===== config.mk =====
export PLATFORM = sky130hd
export DESIGN_NAME = rtc_sec_alarm
export DESIGN_NICKNAME = d
export VERILOG_FILES = /design/src/rtl/rtc_pkg.sv /design/src/rtl/rtc_wr_gate.sv /design/src/rtl/rtc_sec_counter.sv /design/src/rtl/rtc_alarm_unit.sv /design/src/rtl/rtc_event_flag.sv /design/src/rtl/rtc_sec_alarm.sv
export SDC_FILE = /design/constraint.sdc
export NUM_CORES = 1
export LEC_CHECK = 0
export ABC_AREA = 1
export BUFFER_PORTS_ARGS = -buffer_cell sky130_fd_sc_hd__buf_2
export CAP_MARGIN = 20
export CORE_MARGIN = 2
export CORE_UTILIZATION = 40
export CTS_CLUSTER_DIAMETER = 150
export DETAILED_ROUTE_END_ITERATION = 10
export GPL_TIMING_DRIVEN = 0
export HOLD_SLACK_MARGIN = 0.1
export MAX_ROUTING_LAYER = met4
export PLACE_DENSITY = 0.66
export SETUP_SLACK_MARGIN = 0.02
export SLEW_MARGIN = 20
export SYNTH_ARGS = -nofsm -noshare
export SYNTH_HDL_FRONTEND = slang
export SYNTH_SLANG_ARGS = --single-unit

===== constraint.sdc =====
create_clock -name clk_i -period 4.2 [get_ports clk_i]
set_clock_uncertainty 0.1 [all_clocks]
set_input_delay 0.42 -clock clk_i [delete_from_list [all_inputs] [get_ports clk_i]]
set_output_delay 0.42 -clock clk_i [all_outputs]
set_load 0.01 [all_outputs]

===== src/rtl/rtc_pkg.sv =====
package rtc_pkg;
  localparam int unsigned ADDR_W = 6;

  localparam logic [ADDR_W-1:0] OFS_CTRL    = 6'h00;
  localparam logic [ADDR_W-1:0] OFS_SECS    = 6'h04;
  localparam logic [ADDR_W-1:0] OFS_ALARM   = 6'h08;
  localparam logic [ADDR_W-1:0] OFS_SCRATCH = 6'h0C;
  localparam logic [ADDR_W-1:0] OFS_HIB     = 6'h10;

  localparam int unsigned BIT_RUN   = 0;
  localparam int unsigned BIT_AEN   = 1;
  localparam int unsigned BIT_AIE   = 2;
  localparam int unsigned BIT_AFLG  = 3;
  localparam int unsigned BIT_SIE   = 4;
  localparam int unsigned BIT_SFLG  = 5;
  localparam int unsigned BIT_READY = 6;

  typedef struct packed {
    logic run;
    logic alarm_en;
    logic alarm_ie;
    logic step_ie;
  } ctrl_cfg_t;
endpackage


===== src/rtl/rtc_wr_gate.sv =====
module rtc_wr_gate #(
  parameter int unsigned BUSY_CYCLES = 4
) (
  input  logic clk_i,
  input  logic rst_ni,
  input  logic wr_req_i,
  output logic accept_o,
  output logic ready_o
);
  localparam int unsigned CNT_W = $clog2(BUSY_CYCLES + 1);
  localparam logic [CNT_W-1:0] CNT_LOAD = CNT_W'(BUSY_CYCLES);

  logic [CNT_W-1:0] cnt_q, cnt_d;

  assign ready_o  = (cnt_q == '0);
  assign accept_o = wr_req_i & ready_o;

  always_comb begin
    cnt_d = cnt_q;
    if (accept_o) begin
      cnt_d = CNT_LOAD;
    end else if (cnt_q != '0) begin
      cnt_d = cnt_q - 1'b1;
    end
  end

  always_ff @(posedge clk_i or negedge rst_ni) begin
    if (!rst_ni) cnt_q <= '0;
    else         cnt_q <= cnt_d;
  end

  assert_busy_after_write_R2: assert property (@(posedge clk_i) disable iff (!rst_ni)
    accept_o |=> !ready_o);
  assert_busy_counts_down_R2: assert property (@(posedge clk_i) disable iff (!rst_ni)
    (!ready_o && !accept_o) |=> (cnt_q == $past(cnt_q) - 1'b1));
endmodule


===== src/rtl/rtc_sec_counter.sv =====
module rtc_sec_counter #(
  parameter int unsigned CNT_W = 32
) (
  input  logic             clk_i,
  input  logic             rst_ni,
  input  logic             run_i,
  input  logic             tick_i,
  input  logic             load_i,
  input  logic [CNT_W-1:0] load_val_i,
  output logic [CNT_W-1:0] secs_o,
  output logic             step_o
);
  logic [CNT_W-1:0] secs_q, secs_d;

  assign step_o = tick_i & run_i & ~load_i;

  always_comb begin
    secs_d = secs_q;
    if (load_i)      secs_d = load_val_i;
    else if (step_o) secs_d = secs_q + 1'b1;
  end

  always_ff @(posedge clk_i or negedge rst_ni) begin
    if (!rst_ni) secs_q <= '0;
    else         secs_q <= secs_d;
  end

  assign secs_o = secs_q;

  assert_step_only_when_running_R4: assert property (@(posedge clk_i) disable iff (!rst_ni)
    (!load_i && !(tick_i && run_i)) |=> $stable(secs_o));
  assert_tick_adds_one_R4: assert property (@(posedge clk_i) disable iff (!rst_ni)
    (tick_i && run_i && !load_i) |=> (secs_o == $past(secs_o) + 1'b1));
  assert_load_beats_tick_R5: assert property (@(posedge clk_i) disable iff (!rst_ni)
    load_i |=> (secs_o == $past(load_val_i)));
endmodule


===== src/rtl/rtc_alarm_unit.sv =====
module rtc_alarm_unit #(
  parameter int unsigned CNT_W = 32
) (
  input  logic             clk_i,
  input  logic             rst_ni,
  input  logic             enable_i,
  input  logic             load_i,
  input  logic [CNT_W-1:0] load_val_i,
  input  logic [CNT_W-1:0] secs_i,
  output logic [CNT_W-1:0] alarm_o,
  output logic             hit_o
);
  logic [CNT_W-1:0] alarm_q, alarm_d;
  logic             match, match_q;

  assign match = enable_i & (secs_i == alarm_q);
  assign hit_o = match & ~match_q;

  always_comb begin
    alarm_d = alarm_q;
    if (load_i) alarm_d = load_val_i;
  end

  always_ff @(posedge clk_i or negedge rst_ni) begin
    if (!rst_ni) begin
      alarm_q <= '0;
      match_q <= 1'b0;
    end else begin
      alarm_q <= alarm_d;
      match_q <= match;
    end
  end

  assign alarm_o = alarm_q;

  assert_no_repeat_hit_R8: assert property (@(posedge clk_i) disable iff (!rst_ni)
    hit_o |=> !hit_o);
endmodule


===== src/rtl/rtc_event_flag.sv =====
module rtc_event_flag (
  input  logic clk_i,
  input  logic rst_ni,
  input  logic set_i,
  input  logic wr_i,
  input  logic wr_keep_i,
  output logic flag_o
);
  logic flag_q, flag_d;

  always_comb begin
    flag_d = flag_q;
    if (set_i)                  flag_d = 1'b1;
    else if (wr_i && !wr_keep_i) flag_d = 1'b0;
  end

  always_ff @(posedge clk_i or negedge rst_ni) begin
    if (!rst_ni) flag_q <= 1'b0;
    else         flag_q <= flag_d;
  end

  assign flag_o = flag_q;

  assert_flag_kept_R7: assert property (@(posedge clk_i) disable iff (!rst_ni)
    (flag_o && !(wr_i && !wr_keep_i)) |=> flag_o);
  assert_event_sets_R6: assert property (@(posedge clk_i) disable iff (!rst_ni)
    set_i |=> flag_o);
endmodule


===== src/rtl/rtc_sec_alarm.sv =====
module rtc_sec_alarm
  import rtc_pkg::*;
#(
  parameter int unsigned DATA_W      = 32,
  parameter int unsigned BUSY_CYCLES = 4
) (
  input  logic              clk_i,
  input  logic              rst_ni,
  input  logic              tick_i,
  input  logic [ADDR_W-1:0] bus_addr_i,
  input  logic              bus_we_i,
  input  logic [DATA_W-1:0] bus_wdata_i,
  output logic [DATA_W-1:0] bus_rdata_o,
  output logic              irq_o,
  output logic              hib_req_o
);
  localparam int unsigned CTRL_USED = BIT_READY + 1;

  // reset: asserted asynchronously, released through two flops
  logic [1:0] rst_pipe_q;
  logic       rst_n;

  always_ff @(posedge clk_i or negedge rst_ni) begin
    if (!rst_ni) rst_pipe_q <= 2'b00;
    else         rst_pipe_q <= {rst_pipe_q[0], 1'b1};
  end
  assign rst_n = rst_pipe_q[1];

  // write pacing
  logic accept, ready;

  rtc_wr_gate #(.BUSY_CYCLES(BUSY_CYCLES)) i_wr_gate (
    .clk_i    (clk_i),
    .rst_ni   (rst_n),
    .wr_req_i (bus_we_i),
    .accept_o (accept),
    .ready_o  (ready)
  );

  logic wr_ctrl, wr_secs, wr_alarm, wr_scratch, wr_hib;
  assign wr_ctrl    = accept & (bus_addr_i == OFS_CTRL);
  assign wr_secs    = accept & (bus_addr_i == OFS_SECS);
  assign wr_alarm   = accept & (bus_addr_i == OFS_ALARM);
  assign wr_scratch = accept & (bus_addr_i == OFS_SCRATCH);
  assign wr_hib     = accept & (bus_addr_i == OFS_HIB);

  // configuration, scratch and hibernate registers
  ctrl_cfg_t         cfg_q, cfg_d;
  logic [DATA_W-1:0] scratch_q, scratch_d;
  logic              hib_q, hib_d;

  always_comb begin
    cfg_d     = cfg_q;
    scratch_d = scratch_q;
    hib_d     = hib_q;
    if (wr_ctrl) begin
      cfg_d.run      = bus_wdata_i[BIT_RUN];
      cfg_d.alarm_en = bus_wdata_i[BIT_AEN];
      cfg_d.alarm_ie = bus_wdata_i[BIT_AIE];
      cfg_d.step_ie  = bus_wdata_i[BIT_SIE];
    end
    if (wr_scratch) scratch_d = bus_wdata_i;
    if (wr_hib && bus_wdata_i[0]) hib_d = 1'b1;
  end

  always_ff @(posedge clk_i or negedge rst_n) begin
    if (!rst_n) begin
      cfg_q     <= '0;
      scratch_q <= '0;
      hib_q     <= 1'b0;
    end else begin
      cfg_q     <= cfg_d;
      scratch_q <= scratch_d;
      hib_q     <= hib_d;
    end
  end

  // seconds counter and alarm compare
  logic [DATA_W-1:0] secs, alarm;
  logic              step, hit;

  rtc_sec_counter #(.CNT_W(DATA_W)) i_sec_counter (
    .clk_i      (clk_i),
    .rst_ni     (rst_n),
    .run_i      (cfg_q.run),
    .tick_i     (tick_i),
    .load_i     (wr_secs),
    .load_val_i (bus_wdata_i),
    .secs_o     (secs),
    .step_o     (step)
  );

  rtc_alarm_unit #(.CNT_W(DATA_W)) i_alarm_unit (
    .clk_i      (clk_i),
    .rst_ni     (rst_n),
    .enable_i   (cfg_q.alarm_en),
    .load_i     (wr_alarm),
    .load_val_i (bus_wdata_i),
    .secs_i     (secs),
    .alarm_o    (alarm),
    .hit_o      (hit)
  );

  // two sticky event flags: index 0 alarm, index 1 step
  logic [1:0] ev_set, ev_keep, ev_flag;
  assign ev_set  = {step, hit};
  assign ev_keep = {bus_wdata_i[BIT_SFLG], bus_wdata_i[BIT_AFLG]};

  for (genvar g = 0; g < 2; g++) begin : g_flag
    rtc_event_flag i_flag (
      .clk_i     (clk_i),
      .rst_ni    (rst_n),
      .set_i     (ev_set[g]),
      .wr_i      (wr_ctrl),
      .wr_keep_i (ev_keep[g]),
      .flag_o    (ev_flag[g])
    );
  end

  // read path and outputs
  logic [CTRL_USED-1:0] ctrl_word;
  always_comb begin
    ctrl_word            = '0;
    ctrl_word[BIT_RUN]   = cfg_q.run;
    ctrl_word[BIT_AEN]   = cfg_q.alarm_en;
    ctrl_word[BIT_AIE]   = cfg_q.alarm_ie;
    ctrl_word[BIT_AFLG]  = ev_flag[0];
    ctrl_word[BIT_SIE]   = cfg_q.step_ie;
    ctrl_word[BIT_SFLG]  = ev_flag[1];
    ctrl_word[BIT_READY] = ready;
  end

  always_comb begin
    unique case (bus_addr_i)
      OFS_CTRL:    bus_rdata_o = DATA_W'(ctrl_word);
      OFS_SECS:    bus_rdata_o = secs;
      OFS_ALARM:   bus_rdata_o = alarm;
      OFS_SCRATCH: bus_rdata_o = scratch_q;
      OFS_HIB:     bus_rdata_o = DATA_W'(hib_q);
      default:     bus_rdata_o = '0;
    endcase
  end

  assign irq_o     = (ev_flag[0] & cfg_q.alarm_ie) | (ev_flag[1] & cfg_q.step_ie);
  assign hib_req_o = hib_q;

  assert_busy_write_dropped_R3: assert property (@(posedge clk_i) disable iff (!rst_n)
    (bus_we_i && !ready && bus_addr_i == OFS_SCRATCH) |=> $stable(scratch_q));
  assert_alarm_needs_enable_R8: assert property (@(posedge clk_i) disable iff (!rst_n)
    $rose(ev_flag[0]) |-> $past(cfg_q.alarm_en));
  assert_hib_sticky_R11: assert property (@(posedge clk_i) disable iff (!rst_n)
    hib_req_o |=> hib_req_o);
endmodule


## Word level (Yosys, flattened, before mapping)

Cells that the tools add are included.

- Register bits: 109
- Bits of input ports: 42
- Logic and storage cells: 56

- $add $sub $neg: 2
- Equality and inequality tests: 5
- Muxes and demuxes: 9
- Bitwise operators: 15
- Reduce and logical (&&, ||, !) cells: 12

Operator list:

| kind | count |
|---|---|
| $pmux W32 S5 | 1 |
| $mux W32 | 2 |
| $add A32 B1 Y32 const B | 1 |
| $eq A32 B32 Y1 | 1 |
| $and A1 B1 Y1 | 12 |
| $eq A6 B4 Y1 const B | 2 |
| $reduce_bool A2 Y1 | 4 |
| $eq A6 B3 Y1 const B | 1 |
| $eq A6 B5 Y1 const B | 1 |
| $logic_not A6 Y1 | 1 |
| $mux W3 | 2 |
| $mux W1 | 4 |
| $logic_and A1 B1 Y1 | 3 |
| $logic_not A3 Y1 | 1 |
| $reduce_bool A3 Y1 | 1 |
| $sub A3 B1 Y3 const B | 1 |
| $logic_not A1 Y1 | 2 |
| $not A1 Y1 | 2 |
| $or A1 B1 Y1 | 1 |

## Logic depth before layout (Yosys ltp)

- Depth in word-level cells: 7
- Gate-level depth with buffers: 12
- Mapped depth without buffers: 11

## Modules after synthesis

From an unflattened synthesis, not the netlist that was laid out.

- Cell total of the unflattened synthesis: 973
- Area, all modules: 6,879.1 µm²

By module, submodules not included:

| module | instances | cells each | area an instance (µm²) | seq. area each (µm²) |
|---|---|---|---|---|
| rtc_sec_counter | 1 | 380 | 2,422.3 | 800.8 |
| rtc_sec_alarm | 1 | 319 | 2,414.8 | 975.9 |
| rtc_alarm_unit | 1 | 237 | 1,765.4 | 825.8 |
| rtc_wr_gate | 1 | 25 | 188.9 | 75.1 |
| rtc_event_flag | 2 | 6 | 43.8 | 25.0 |

## Least setup slack after synthesis

OpenSTA, ideal clock, no wires.

- Path type: input port to output port
- Start: input port bus_addr_i[1]
- End: output port bus_rdata_o[10]
- Arrival: 1.342 ns
- Required time: 3.680 ns
- Path slack: 2.338 ns
- Stages: 5
- Path through: nor2_4 > nand3_1 > buf_2 > buf_1 > o21ai_0

- Word-level cells in the longest chain between the ends: 2
- Elaborated cells between the ends (all ways): 6

Ends and longest elaborated chain:

| item | line | RTL |
|---|---|---|
| from (decl) | rtc_sec_alarm.sv:10 | `input logic [ADDR_W-1:0] bus_addr_i,` |
| $eq A6 B5 Y1 (tied with other cells) | rtc_sec_alarm.sv:134 | `unique case (bus_addr_i)` |
| $pmux W32 S5 (*) | rtc_sec_alarm.sv:134 |  |
| to (decl) | rtc_sec_alarm.sv:13 | `output logic [DATA_W-1:0] bus_rdata_o,` |

Every way passes the cells marked *; elsewhere a longest branch is shown, timed or not.

## Worst setup path after layout

- Start: input port bus_addr_i[2]
- End: output port bus_rdata_o[27]

Same word-level chain as after synthesis.

==> impl_results.rst <==
.. list-table::
   :header-rows: 1

   * - Metric
     - Value
   * - Stage delay of the slowest cell on the critical path
     - about 0.67 ns
   * - Most used cell along the critical path
     - buf_2
   * - Number of sinks on the clock net
     - around 110
   * - Post-CTS Repair Setup Buffers
     - 0
   * - Area growth from synthesis to layout
     - 16.3%
   * - CTS Buffer Depth
     - 2
   * - Maximum level of the CTS H-tree
     - 3
   * - Most common library cell in the layout ignoring fill and taps
     - nand2_1
   * - Proportion of layout cells with a drive suffix above 1
     - about 15%
   * - Routed WL per cell
     - ~19 µm
   * - Number of distinct library cell variants in the gate-level netlist after synthesis
     - 42
   * - Critical Path Slowest Stage Cell
     - buf_1
   * - Die outline height
     - 131 µm
   * - Fin util
     - 47.5%
   * - Buffer and inverter count on the worst path
     - 5
   * - Required arrival time at the worst endpoint
     - roughly 3.7 ns
   * - Iteration-0 DRC Markers
     - approximately 690
   * - Type of element capturing the critical path
     - output port
   * - Number of synthesized flops with an enable pin
     - 0
   * - Max-slew violation count
     - 0
   * - Post-synthesis cell count
     - slightly above 900
   * - Actual slew at the worst max-slew pin
     - roughly 0.83 ns
   * - Leakage power summed over all cells
     - roughly 3.7 nW
   * - Main combinational cell family by area after synthesis
     - simple AND/OR/NAND/NOR gates
   * - Post-Syn Nets
     - about 950
   * - Sequential fraction of the synthesis area
     - approximately 42%
   * - Cell-by-cell trace of the critical path
     - buf_2 -> inv_2 -> nor2_1 -> nand3_1 -> buf_2 -> buf_1 -> o221ai_1 -> buf_2
   * - Wire length after detailed routing
     - about 23000 µm
   * - Crit-path leading delay family
     - buffers and inverters
   * - Adder-cell share of the synthesized area
     - less than 1%
   * - Total half-perimeter wirelength after legalization and detailed placement
     - 17100 µm
   * - Max Cap Violations
     - 0
   * - Flop and latch count out of synthesis
     - between 100 and 150
   * - Initial antenna violation count
     - 0
   * - Setup violation total in the final timing report
     - 0
   * - Result of the run
     - finished clean
   * - Setup repair after global routing missed its margin
     - no
   * - Power density normalized to cell area
     - between 400 and 500 nW/µm²
   * - DRC viols
     - 0
   * - Hold violation count in the final report
     - 0
   * - Number of synthesis warnings
     - 0
   * - Element type at the critical path start
     - input port
   * - Effective utilization at floorplan
     - between 40% and 50%
   * - CTS tree
     - built
   * - Multiplexer area fraction after synthesis
     - 0%
   * - Global-route wire length before repair
     - roughly 36000 µm
   * - Core Region
     - approximately 16000 µm²
   * - Avg Inst Size Synth
     - approximately 7 µm²
   * - Class of the most critical setup path
     - input port to output port
   * - Remaining Overflow, GRT
     - 0
   * - Area fraction in and, or, nand and nor cells after synthesis
     - between 30% and 40%
   * - Maximum number of pins on one net before global-route repair
     - 56
   * - Vias in the first global route
     - about 6200
   * - Die Footprint
     - 17200 µm²
   * - Post-synthesis cell area
     - 6480 µm²
   * - Clock-pin slew on the worst setup and hold paths
     - around 0.080 ns
   * - Clock buffers created by TritonCTS
     - 9
   * - Proportion of synthesized flip-flops having asynchronous set or reset
     - between 90% and 100%
   * - Worst max-slew margin expressed relative to the limit
     - approximately 45%
   * - Skew-Pair Late Insertion Delay
     - approximately 0.37 ns
   * - X dimension of the die
     - 131 µm
   * - Number of top-level pins
     - 76
   * - Crit path max fanout
     - 10
   * - Arrival time of data at the critical path endpoint
     - between 2 and 2.5 ns
   * - Final min period
     - approximately 2.7 ns
   * - Drt first pass iters
     - 6
   * - Clock root cell
     - clkbuf_16
   * - Mean number of vias per cell
     - about 5.3
   * - HP Class
     - input port to flop
   * - Xor/xnor cell area share of the yosys netlist
     - under 10%
   * - Count of standard-cell rows
     - 46
   * - Overall global routing resource usage
     - between 20% and 30%
   * - Complex-gate fraction of the synthesized area
     - between 10% and 20%
   * - Ys flop type
     - dfrtp_1
   * - # nets final
     - 1042
   * - Via Count
     - around 6400
   * - Commonest cells after routing, fill and taps aside
     - nand2_1, inv_1, dfrtp_1
   * - Worst Slack Setup Final
     - roughly 1.5 ns
   * - Setup slack after placement
     - roughly 1.5 ns
   * - Number of routed nets with antenna violations
     - 0
   * - Routability Congestion
     - 1.00
   * - Port bufs
     - 75
   * - Period utilisation layout
     - around 65%
   * - Worst IR drop on VDD
     - ~0.00024 V
   * - Hold Worst Slack
     - ~0.19 ns
   * - Diodes inserted
     - 0
   * - Maximum clock rate
     - approximately 370 MHz
-- tightest hold or removal path, cell delays in order --
cell and delay (ns):
buf_2 0.09, nand2_1 0.05, o221ai_1 0.06
-- Yosys cell counts (6+ instances only) --
cell	count	share of area, %
o21ai_1	37	2.9
buf_2	10	0.77
a22oi_1	6	0.69
nand2_1	291	17
nand2_2	6	0.58
o221ai_1	26	3.5
nor2_1	56	3.2
clkbuf_1	12	0.69
o21ai_0	57	4.4
xor2_1	11	1.5
dfrtp_1	109	42
inv_1	126	7.3
nor2_2	8	0.77
nor3_1	10	0.77
a21oi_1	11	0.85
o22ai_1	15	1.4
inv_2	12	0.69
nand3_1	42	3.2
nand4_1	19	1.8
-- metrics by stage --
step	instance area (µm²)	power (mW)	setup TNS (ns)	instances
final	7540	3.10	0	1218
after global routing	7540	3.28	0	1218
after CTS	7540	3.10	0	1218
after detailed placement	7190	2.13	0	1200
after global placement	7130	2.11	-59.94	1198
after floorplan	6480	1.88	0	907
-- final cells by class --
cell class	count	area, µm²
Fill cell	1745	8340
Multi-Input combinational cell	632	3110
Sequential cell	109	2730
Inverter	140	527
Timing Repair Buffer	79	450
Tap cell	216	270
Clock buffer	10	239
Buffer	26	116
Clock inverter	6	95.1
-- repair_timing --
| action | in CTS | in global routing |
|---|---|---|
| gates resized for setup | 0 | 0 |
| hold buffers | 2 | 0 |
| endpoints found under the hold margin | 3 | 0 |
-- cells by family (layout without fill, tap and decap cells) --
logic type	count (synthesis)	count (layout)
AND/OR/NAND/NOR	450	450
buffers and inverters	166	261
AO/OA/AOI/OAI	162	162
flip-flops	109	109
XOR/XNOR	16	16
adder cells (fa/ha/maj)	3	3
other	1	1
-- registers in the layout, indices dropped and copies added (netlist names) --
| signal | count |
|---|---|
| hib_req_o | 1 |
| i_alarm_unit.match_q | 1 |
| g_flag.i_flag.flag_o | 2 |
| i_alarm_unit.alarm_o | 32 |
| cfg_q | 4 |
| i_wr_gate.cnt_q | 3 |
| rst_pipe_q | 2 |
| scratch_q | 32 |
| i_sec_counter.secs_o | 32 |
-- path summary, 6_finish.rpt --
| path | from | to | slack (ns) | cells past startpoint |
|---|---|---|---|---|
| setup / recovery | bus_addr_i[2] | bus_rdata_o[27] | 1.49 | 8 |
| hold / removal | bus_wdata_i[6] | i_sec_counter.secs_o[6] | 0.19 | 3 |
| setup reg to reg | i_wr_gate.cnt_q[0] | scratch_q[19] | 2.13 | 10 |
| hold reg to reg | rst_pipe_q[1] | i_sec_counter.secs_o[11] | 0.24 | 1 |
| max in group asynchronous | rst_pipe_q[1] | scratch_q[9] | 3.29 | 1 |
| min in group asynchronous | rst_pipe_q[1] | i_sec_counter.secs_o[11] | 0.24 | 1 |
-- where the power goes --
part / total (mW) / switching [mW] / internal, mW
Sequential: 1.37 / 0.176 / 1.19
Combinational: 0.762 / 0.501 / 0.262
Clock: 0.970 / 0.425 / 0.545
-- metal layers --
layer  GRT usage [%]  routed length [µm]
met5               -                   0
met4            7.91                 499
met3            5.17                1440
met2            42.3               10300
met1            37.2               10400
Note: power is estimated with default switching activity, not from simulation.
